[config.mk]
export PLATFORM = sky130hd
export DESIGN_NAME = cart_rtc_regs
export DESIGN_NICKNAME = d
export VERILOG_FILES = /design/src/rtl/cart_rtc_pkg.sv /design/src/rtl/cart_rtc_map.sv /design/src/rtl/cart_rtc_counter.sv /design/src/rtl/cart_rtc_latch.sv /design/src/rtl/cart_rtc_regs.sv
export SDC_FILE = /design/constraint.sdc
export NUM_CORES = 1
export LEC_CHECK = 0
export BUFFER_PORTS_ARGS = -buffer_cell sky130_fd_sc_hd__buf_2
export CORE_MARGIN = 4
export CORE_UTILIZATION = 40
export DETAILED_ROUTE_END_ITERATION = 7
export GPL_ROUTABILITY_DRIVEN = 0
export GPL_TIMING_DRIVEN = 0
export PLACE_DENSITY_LB_ADDON = 0.2
export SYNTH_ARGS = -nofsm -noshare
export SYNTH_HDL_FRONTEND = slang
export SYNTH_SLANG_ARGS = --single-unit
[constraint.sdc]
create_clock -name clk -period 5.51 [get_ports clk]
set_input_delay 1.653 -clock clk [delete_from_list [all_inputs] [get_ports clk]]
set_output_delay 1.653 -clock clk [all_outputs]
set_load 0.02 [all_outputs]
[src/rtl/cart_rtc_pkg.sv]
package cart_rtc_pkg;

    localparam int BYTE_W     = 8;
    localparam int SEC_W      = 6;
    localparam int MIN_W      = 6;
    localparam int HOUR_W     = 5;
    localparam int DAY_W      = 9;
    localparam int RAM_BANK_W = 3;
    localparam int RAM_BANKS  = 1 << RAM_BANK_W;

    localparam int SEC_LAST  = 59;
    localparam int MIN_LAST  = 59;
    localparam int HOUR_LAST = 23;

    localparam logic [BYTE_W-1:0] SEL_FIRST = 8'h08;
    localparam logic [BYTE_W-1:0] SEL_LAST  = 8'h0C;
    localparam logic [BYTE_W-1:0] LATCH_LO  = 8'h00;
    localparam logic [BYTE_W-1:0] LATCH_HI  = 8'h01;
    localparam logic [BYTE_W-1:0] EN_MASK   = 8'h0A;

    localparam int CTRL_DAY_HI = 0;
    localparam int CTRL_HALT   = 6;
    localparam int CTRL_WRAP   = 7;

    typedef enum logic [1:0] {
        RGN_ENABLE = 2'd0,
        RGN_ROM    = 2'd1,
        RGN_MAP    = 2'd2,
        RGN_LATCH  = 2'd3
    } region_e;

    typedef enum logic [2:0] {
        F_SEC   = 3'd0,
        F_MIN   = 3'd1,
        F_HOUR  = 3'd2,
        F_DAYLO = 3'd3,
        F_CTRL  = 3'd4
    } field_e;

    typedef struct packed {
        logic              wrap;
        logic              halt;
        logic [DAY_W-1:0]  day;
        logic [HOUR_W-1:0] hour;
        logic [MIN_W-1:0]  min;
        logic [SEC_W-1:0]  sec;
    } rtc_time_t;

    // one-second advance with ripple carry through all fields
    function automatic rtc_time_t rtc_advance(input rtc_time_t t);
        rtc_time_t n;
        logic      c_min;
        logic      c_hour;
        logic      c_day;
        n      = t;
        c_min  = 1'b0;
        c_hour = 1'b0;
        c_day  = 1'b0;
        if (t.sec >= SEC_W'(SEC_LAST)) begin
            n.sec = '0;
            c_min = 1'b1;
        end else begin
            n.sec = t.sec + 1'b1;
        end
        if (c_min) begin
            if (t.min >= MIN_W'(MIN_LAST)) begin
                n.min  = '0;
                c_hour = 1'b1;
            end else begin
                n.min = t.min + 1'b1;
            end
        end
        if (c_hour) begin
            if (t.hour >= HOUR_W'(HOUR_LAST)) begin
                n.hour = '0;
                c_day  = 1'b1;
            end else begin
                n.hour = t.hour + 1'b1;
            end
        end
        if (c_day) begin
            if (&t.day) begin
                n.day  = '0;
                n.wrap = 1'b1;
            end else begin
                n.day = t.day + 1'b1;
            end
        end
        return n;
    endfunction

    function automatic logic [BYTE_W-1:0] rtc_read_field(input rtc_time_t t, input field_e f);
        logic [BYTE_W-1:0] b;
        b = '0;
        case (f)
            F_SEC:   b = BYTE_W'(t.sec);
            F_MIN:   b = BYTE_W'(t.min);
            F_HOUR:  b = BYTE_W'(t.hour);
            F_DAYLO: b = t.day[BYTE_W-1:0];
            F_CTRL: begin
                b[CTRL_WRAP]   = t.wrap;
                b[CTRL_HALT]   = t.halt;
                b[CTRL_DAY_HI] = t.day[DAY_W-1];
            end
            default: b = '0;
        endcase
        return b;
    endfunction

    function automatic rtc_time_t rtc_write_field(input rtc_time_t t, input field_e f,
                                                  input logic [BYTE_W-1:0] d);
        rtc_time_t n;
        n = t;
        case (f)
            F_SEC:   n.sec  = d[SEC_W-1:0];
            F_MIN:   n.min  = d[MIN_W-1:0];
            F_HOUR:  n.hour = d[HOUR_W-1:0];
            F_DAYLO: n.day[BYTE_W-1:0] = d;
            F_CTRL: begin
                n.day[DAY_W-1] = d[CTRL_DAY_HI];
                n.halt         = d[CTRL_HALT];
                n.wrap         = t.wrap | d[CTRL_WRAP];
            end
            default: n = t;
        endcase
        return n;
    endfunction

    function automatic logic sel_is_clock(input logic [BYTE_W-1:0] v);
        return (v >= SEL_FIRST) && (v <= SEL_LAST);
    endfunction

    function automatic field_e sel_to_field(input logic [BYTE_W-1:0] v);
        logic [BYTE_W-1:0] off;
        off = v - SEL_FIRST;
        return field_e'(off[2:0]);
    endfunction

endpackage

[src/rtl/cart_rtc_map.sv]
module cart_rtc_map
    import cart_rtc_pkg::*;
#(
    parameter int ROM_BANK_W = 7
) (
    input  logic                  clk,
    input  logic                  rst,
    input  logic                  reg_we,
    input  logic [1:0]            reg_sel,
    input  logic [BYTE_W-1:0]     reg_wdata,
    output logic                  access_en,
    output logic [ROM_BANK_W-1:0] rom_bank,
    output logic [RAM_BANK_W-1:0] ram_bank,
    output logic                  clk_mode,
    output field_e                field
);

    region_e                rgn;
    logic [ROM_BANK_W-1:0]  rom_req;

    assign rgn     = region_e'(reg_sel);
    assign rom_req = reg_wdata[ROM_BANK_W-1:0];

    always_ff @(posedge clk) begin
        if (rst) begin
            access_en <= 1'b0;
            rom_bank  <= ROM_BANK_W'(1);
            ram_bank  <= '0;
            clk_mode  <= 1'b0;
            field     <= F_SEC;
        end else if (reg_we) begin
            case (rgn)
                RGN_ENABLE: access_en <= ((reg_wdata & EN_MASK) == EN_MASK);
                RGN_ROM:    rom_bank  <= (rom_req == '0) ? ROM_BANK_W'(1) : rom_req;
                RGN_MAP: begin
                    if (reg_wdata < BYTE_W'(RAM_BANKS)) begin
                        ram_bank <= reg_wdata[RAM_BANK_W-1:0];
                        clk_mode <= 1'b0;
                    end else if (access_en && sel_is_clock(reg_wdata)) begin
                        clk_mode <= 1'b1;
                        field    <= sel_to_field(reg_wdata);
                    end
                end
                default: ;
            endcase
        end
    end

endmodule

[src/rtl/cart_rtc_counter.sv]
module cart_rtc_counter
    import cart_rtc_pkg::*;
(
    input  logic              clk,
    input  logic              rst,
    input  logic              tick,
    input  logic              field_we,
    input  field_e            field,
    input  logic [BYTE_W-1:0] wdata,
    output rtc_time_t         live
);

    rtc_time_t nxt;

    always_comb begin
        nxt = live;
        if (tick && !live.halt) begin
            nxt = rtc_advance(live);
        end
        if (field_we) begin
            nxt = rtc_write_field(nxt, field, wdata);
        end
    end

    always_ff @(posedge clk) begin
        if (rst) begin
            live <= '0;
        end else begin
            live <= nxt;
        end
    end

endmodule

[src/rtl/cart_rtc_latch.sv]
module cart_rtc_latch
    import cart_rtc_pkg::*;
(
    input  logic              clk,
    input  logic              rst,
    input  logic              latch_we,
    input  logic [BYTE_W-1:0] wdata,
    input  rtc_time_t         live,
    output rtc_time_t         snap,
    output logic              stored
);

    always_ff @(posedge clk) begin
        if (rst) begin
            snap   <= '0;
            stored <= 1'b0;
        end else if (latch_we) begin
            if (!stored && (wdata == LATCH_HI)) begin
                snap <= live;
            end
            if (wdata == LATCH_LO) begin
                stored <= 1'b0;
            end else if (wdata == LATCH_HI) begin
                stored <= 1'b1;
            end
        end
    end

endmodule

[src/rtl/cart_rtc_regs.sv]
module cart_rtc_regs
    import cart_rtc_pkg::*;
#(
    parameter int ROM_BANK_W = 7
) (
    input  logic                  clk,
    input  logic                  rst,
    input  logic                  tick,
    input  logic                  reg_we,
    input  logic [1:0]            reg_sel,
    input  logic [7:0]            reg_wdata,
    input  logic                  win_we,
    input  logic [7:0]            win_wdata,
    input  logic [7:0]            ram_rdata,
    output logic [7:0]            win_rdata,
    output logic                  ram_we,
    output logic [2:0]            ram_bank,
    output logic [ROM_BANK_W-1:0] rom_bank
);

    logic      access_en;
    logic      clk_mode;
    field_e    field;
    logic      latch_we;
    logic      field_we;
    logic      latch_q;
    rtc_time_t live_t;
    rtc_time_t snap_t;

    assign latch_we = reg_we && (region_e'(reg_sel) == RGN_LATCH);
    assign field_we = win_we && access_en && clk_mode;
    assign ram_we   = win_we && access_en && !clk_mode;

    cart_rtc_map #(.ROM_BANK_W(ROM_BANK_W)) u_map (
        .clk       (clk),
        .rst       (rst),
        .reg_we    (reg_we),
        .reg_sel   (reg_sel),
        .reg_wdata (reg_wdata),
        .access_en (access_en),
        .rom_bank  (rom_bank),
        .ram_bank  (ram_bank),
        .clk_mode  (clk_mode),
        .field     (field)
    );

    cart_rtc_counter u_count (
        .clk      (clk),
        .rst      (rst),
        .tick     (tick),
        .field_we (field_we),
        .field    (field),
        .wdata    (win_wdata),
        .live     (live_t)
    );

    cart_rtc_latch u_latch (
        .clk      (clk),
        .rst      (rst),
        .latch_we (latch_we),
        .wdata    (reg_wdata),
        .live     (live_t),
        .snap     (snap_t),
        .stored   (latch_q)
    );

    always_comb begin
        if (!access_en) begin
            win_rdata = '0;
        end else if (clk_mode) begin
            win_rdata = rtc_read_field(snap_t, field);
        end else begin
            win_rdata = ram_rdata;
        end
    end

endmodule

Yosys cells after proc, flatten, opt, wreduce, memory -nomap -nowiden:

Index checks and enable logic that the tools add are counted.

* input bits: 31
* output and inout port bits: 19
* register bits: 72
* logic and storage cells: 99

* muxes and demuxes: 34
* eq/ne operators: 9
* reduce and logical (&&, ||, !) cells: 25
* magnitude comparators: 6
* bitwise gates (word level): 2
* add/sub/neg operators: 5

Operators by type and width (number)
* $mux W28: 2
* $mux W6: 5
* $mux W8: 3
* $pmux W5 S4: 1
* $mux W9: 2
* $mux W5: 3
* $mux W1: 14
* $add A6 B1 Y6 const B: 2
* $ge A6 B6 Y1 const B: 2
* $add A9 B1 Y9 const B: 1
* $reduce_and A9 Y1: 1
* $eq A8 B1 Y1 const B: 1
* $ge A8 B4 Y1 const B: 1
* $le A8 B4 Y1 const B: 1
* $logic_and A1 B1 Y1: 8
* $logic_not A8 Y1: 1
* $lt A8 B4 Y1 const B: 1
* $reduce_and A2 Y1: 4
* $logic_not A7 Y1: 1
* $mux W7: 1
* $eq A2 B2 Y1 const B: 3
* $eq A3 B2 Y1 const B: 2
* $reduce_and A3 Y1: 2
* $add A5 B1 Y5 const B: 1
* 15 further kinds: 18

Longest topological paths before layout:

* depth in word-level cells: 12
* mapped depth: 8
* mapped depth without buffers: 7

Modules after synthesis:

From an unflattened synthesis, not the netlist that was laid out.

* cells, all modules: 465
* area, all modules: 4116.4 um^2

Modules (own cells, without submodules)
* cart_rtc_counter: area an instance 1739.2 um^2, cells an instance 218, sequential area each 560.5 um^2, instances 1
* cart_rtc_latch: area an instance 1347.5 um^2, cells an instance 129, sequential area each 580.6 um^2, instances 1
* cart_rtc_map: area an instance 640.6 um^2, cells an instance 64, sequential area each 300.3 um^2, instances 1
* cart_rtc_regs: area an instance 389.1 um^2, cells an instance 54, sequential area each 0.0 um^2, instances 1

Worst setup path after synthesis:

OpenSTA, ideal clock, no wires.

* path type: in2out
* from: input port ram_rdata[0]
* to: output port win_rdata[0]
* stages: 2
* arrival: 2.249 ns
* setup slack: 1.608 ns
* cell sequence: nor2_1 -> a211oi_1

* cells in the longest elaborated chain, start to end: 2

RTL lines
* from (decl): line cart_rtc_regs.sv:14 `input logic [7:0] ram_rdata,`
* $mux W8: line cart_rtc_regs.sv:70 `end else if (clk_mode) begin`
* $mux W8: line cart_rtc_regs.sv:68 `if (!access_en) begin`
* to (decl): line cart_rtc_regs.sv:15 `output logic [7:0] win_rdata,`

Every way passes these cells.

Worst setup path after layout:

* from: register u_map.field[0]
* to: output port win_rdata[7]

* cells in the longest elaborated chain, start to end: 4
* elaborated cells on any way between the ends: 5
* classes of those cells: 2 x eq/ne; 3 x mux

RTL lines
* from (decl): line cart_rtc_map.sv:15 `output field_e field`
* from (signal assigned): line cart_rtc_map.sv:41 `field <= sel_to_field(reg_wdata);`
* $eq A3 B3 Y1 / $eq A3 B2 Y1 (equally long branches): line cart_rtc_pkg.sv:95 `case (f)`
* $pmux W2 S2 *: line cart_rtc_pkg.sv:95
* $mux W8 *: line cart_rtc_regs.sv:70
* $mux W8 *: line cart_rtc_regs.sv:68

Mark *: on every way between the ends. The rest lies on a longest branch, timed or not.

==> flow_summary.ini <==
[floorplan]
rows = 35
die_area_um2 = 11100
start_util_pct = 41.0
die_height_um = 105
fp.dieW_um = 105
core-area_um2 = 9240
io_pins = 50

[detailed_routing]
route.detailed.drc = 0
via_per_inst = 5.89
vias = 3896
firstDrtPassIters = 5
drt_iter0_markers = 270
ant_nets = 0
wl_per_cell_um = 17.3
wl_um = 11500

[logic_synthesis]
synth_cells = 469
yosysSeqAreaShare_pct = 38.0
syn_area_um2 = 3790
ys_types = 57
ys_seq_elements = 72
synth_edf_count = 0
syn_area_per_cell_um2 = 8.08
syn-num-nets = 505
synth_ff_type = dfxtp_1
yosys_warnings = 0
ys_async_sr_fraction_pct = 0
synth_top_area_cell = dfxtp_1
yosysTopAreaCellShare_pct = 38.0
synth_area_leaders = dfxtp_1, a21oi_1, nand3_1, o21ai_0, nor2_1

[layout]
area_growth_pct = 16.4
drive_gt1_share_pct = 15.0
num_antenna_cells = 0
nets = 564
nFillCells = 923
stdcell_count = 662

[critical_path]
start_kind = flop
reg2reg_slack_ns = 3.12
crit_required_ns = 3.86
crit_arrival_ns = 2.29
path_max_fanout = 10
crit_type = reg2out
setup.worst_path.end_class = output port

[timing]
period_minus_slack_ns = 3.94
slew_headroom_pct = 57.7
final.period_utilization_pct = 71.5
timing.fmax_mhz = 254
finalClockSkew_ns = 0.0102
maxSlewViolCount = 0
final-hold-violation-count = 0
setup_viol = 0
fin_tns_setup_ns = 0
rsz0062_at_grt = no
worst_slew_pin_slew_ns = 0.633
fin_ws_ns = 1.57

[grt]
grt-ovfl-total = 0
grt_pass1_wl_um = 18500
grt_pass1_vias = 3662
antenna_found_initial = 0
track_usage_pct = 20.7
grt_max_degree = 13

[cts]
clk_pin_slew_worst_paths_ns = 0.08
cts_tree = built
clk_latency_ns = 0.36
cts_buffers = 9
cts_resized = 0
postCtsHoldBufs = 0
cts_setup_buffers = 0
cts_buffer_depth = 2
root_buffer = clkbuf_8
htree_levels = 3
clock-sinks = 72

[placement]
dp_cells = 646
dp_slack_ns = 1.65
place_hpwl_um = 8520
portBuffers = 48

[job]
maxCapViolCount = 0

[pwr]
ir_drop_mv = 0.129
power_density_nw_per_um2 = 243
p_leak_nw = 1.61

[status]
outcome = completed

[worst_hold_path]
min_path_type = reg2reg
[logic make-up (layout without fill, tap and decap cells)]
kind of cell / after synthesis / in the layout / share of synthesized area, %
AND/OR/NAND/NOR: 178 / 178 / 24.2
adder cells (fa/ha/maj): 6 / 6 / 1.91
buffers and inverters: 42 / 106 / 4.92
flip-flops: 72 / 72 / 38.0
multiplexers: 16 / 16 / 5.58
XOR/XNOR: 1 / 1 / 0.231
AO/OA/AOI/OAI: 154 / 154 / 25.2
[per-stage QoR]
stage | power (mW) | util [%] | instance area, µm² | hold slack (ns)
final | 1.07 | 47.7 | 4410 | 0.478
after global routing | 1.11 | 47.7 | 4410 | 0.494
after CTS | 1.08 | 47.7 | 4410 | 0.477
after detailed placement | 0.602 | 45.4 | 4190 | 0.466
after global placement | 0.601 | 45.4 | 4190 | 0.455
after floorplan | 0.571 | - | 3790 | 0.443
[flip-flops by register name (all words and copies together), names as in the netlist]
signal and flops:
u_map.clk_mode 1, u_count.live 28, u_latch.stored 1, u_map.access_en 1
u_map.field 3, u_map.rom_bank 7, u_latch.snap 28, u_map.ram_bank 3
[Yosys cell counts, types with 2 or more instances]
| cell | number |
|---|---|
| nor2_1 | 47 |
| nor3_1 | 8 |
| a22oi_1 | 2 |
| buf_6 | 2 |
| dfxtp_1 | 72 |
| ha_1 | 5 |
| o21ai_1 | 9 |
| o21ai_0 | 38 |
| buf_4 | 2 |
| nand4b_1 | 3 |
| and2_1 | 2 |
| a32oi_1 | 3 |
| nor2b_1 | 10 |
| and4b_1 | 2 |
| inv_1 | 3 |
| a211oi_1 | 8 |
| nand4_1 | 4 |
| a21oi_1 | 50 |
| a21o_1 | 2 |
| nor4_1 | 3 |
| buf_2 | 5 |
| or3_1 | 3 |
| nand2b_1 | 4 |
| a31oi_1 | 4 |
| mux2i_1 | 11 |
| nand2_1 | 22 |
| o2111ai_1 | 3 |
| nor4b_1 | 2 |
| nand3_1 | 48 |
| o31ai_1 | 5 |
| clkbuf_1 | 29 |
| nor3b_1 | 2 |
| o2111a_1 | 2 |
| o211ai_1 | 3 |
| a311oi_1 | 15 |
| nand3b_1 | 4 |
| mux4_2 | 4 |
| and3_1 | 9 |
[critical path, cell delays in order (launching register included)]
cell and delay, ns:
dfxtp_1 0.30, clkbuf_1 0.19, buf_2 0.24, nor2_1 0.52, a32oi_1 0.23, a211oi_1 0.25, buf_2 0.19
[power breakdown]
group	total, mW	switching (mW)	internal [mW]
combinational	0.0644	0.0435	0.0209
clock	0.480	0.212	0.268
sequential	0.526	0.00252	0.523
[layer usage]
layer	wire length, µm	part of all wire, %	up-vias	track usage, %
li1	-	-	1882	-
met2	5270	46	113	33.2
met1	5390	47	1880	27.7
met3	577	5.0	21	4.47
met5	0	0	-	0
met4	223	1.9	0	6.56
[area by class of cell]
cell class	instances	area (µm²)	area share, %
Buffer	39	175	3.97
Clock buffer	11	141	3.20
Clock inverter	5	78.8	1.79
Inverter	3	11.3	0.255
Multi-Input combinational cell	355	2160	49.0
Sequential cell	72	1440	32.7
Tap cell	129	161	3.66
Timing Repair Buffer	48	240	5.45
[path summary, 6_finish.rpt]
check | startpoint | end | cells after the start
max | u_map.field[0]$_SDFFE_PP0P_ | win_rdata[7] | 6
min | u_latch.stored$_SDFFE_PP0P_ | u_latch.stored$_SDFFE_PP0P_ | 2
max reg2reg | u_count.live[0]$_SDFF_PP0_ | u_count.live[24]$_SDFF_PP0_ | 6
min reg2reg | u_latch.stored$_SDFFE_PP0P_ | u_latch.stored$_SDFFE_PP0P_ | 2
[layout by cell type, fill, tap and decap left out, drive strengths merged, types with 5 or more instances in the layout]
master	synthesis	final
nor2b	10	10
buf	10	58
ha	5	5
o21ai	47	47
a21oi	50	50
nand3	48	48
dfxtp	72	72
nor2	47	47
a211oi	8	8
nand2	22	22
and3	9	9
o31ai	5	5
mux2i	11	11
clkbuf	29	40
nor3	8	8
a311oi	15	15
(Power assumes the default switching activity.)
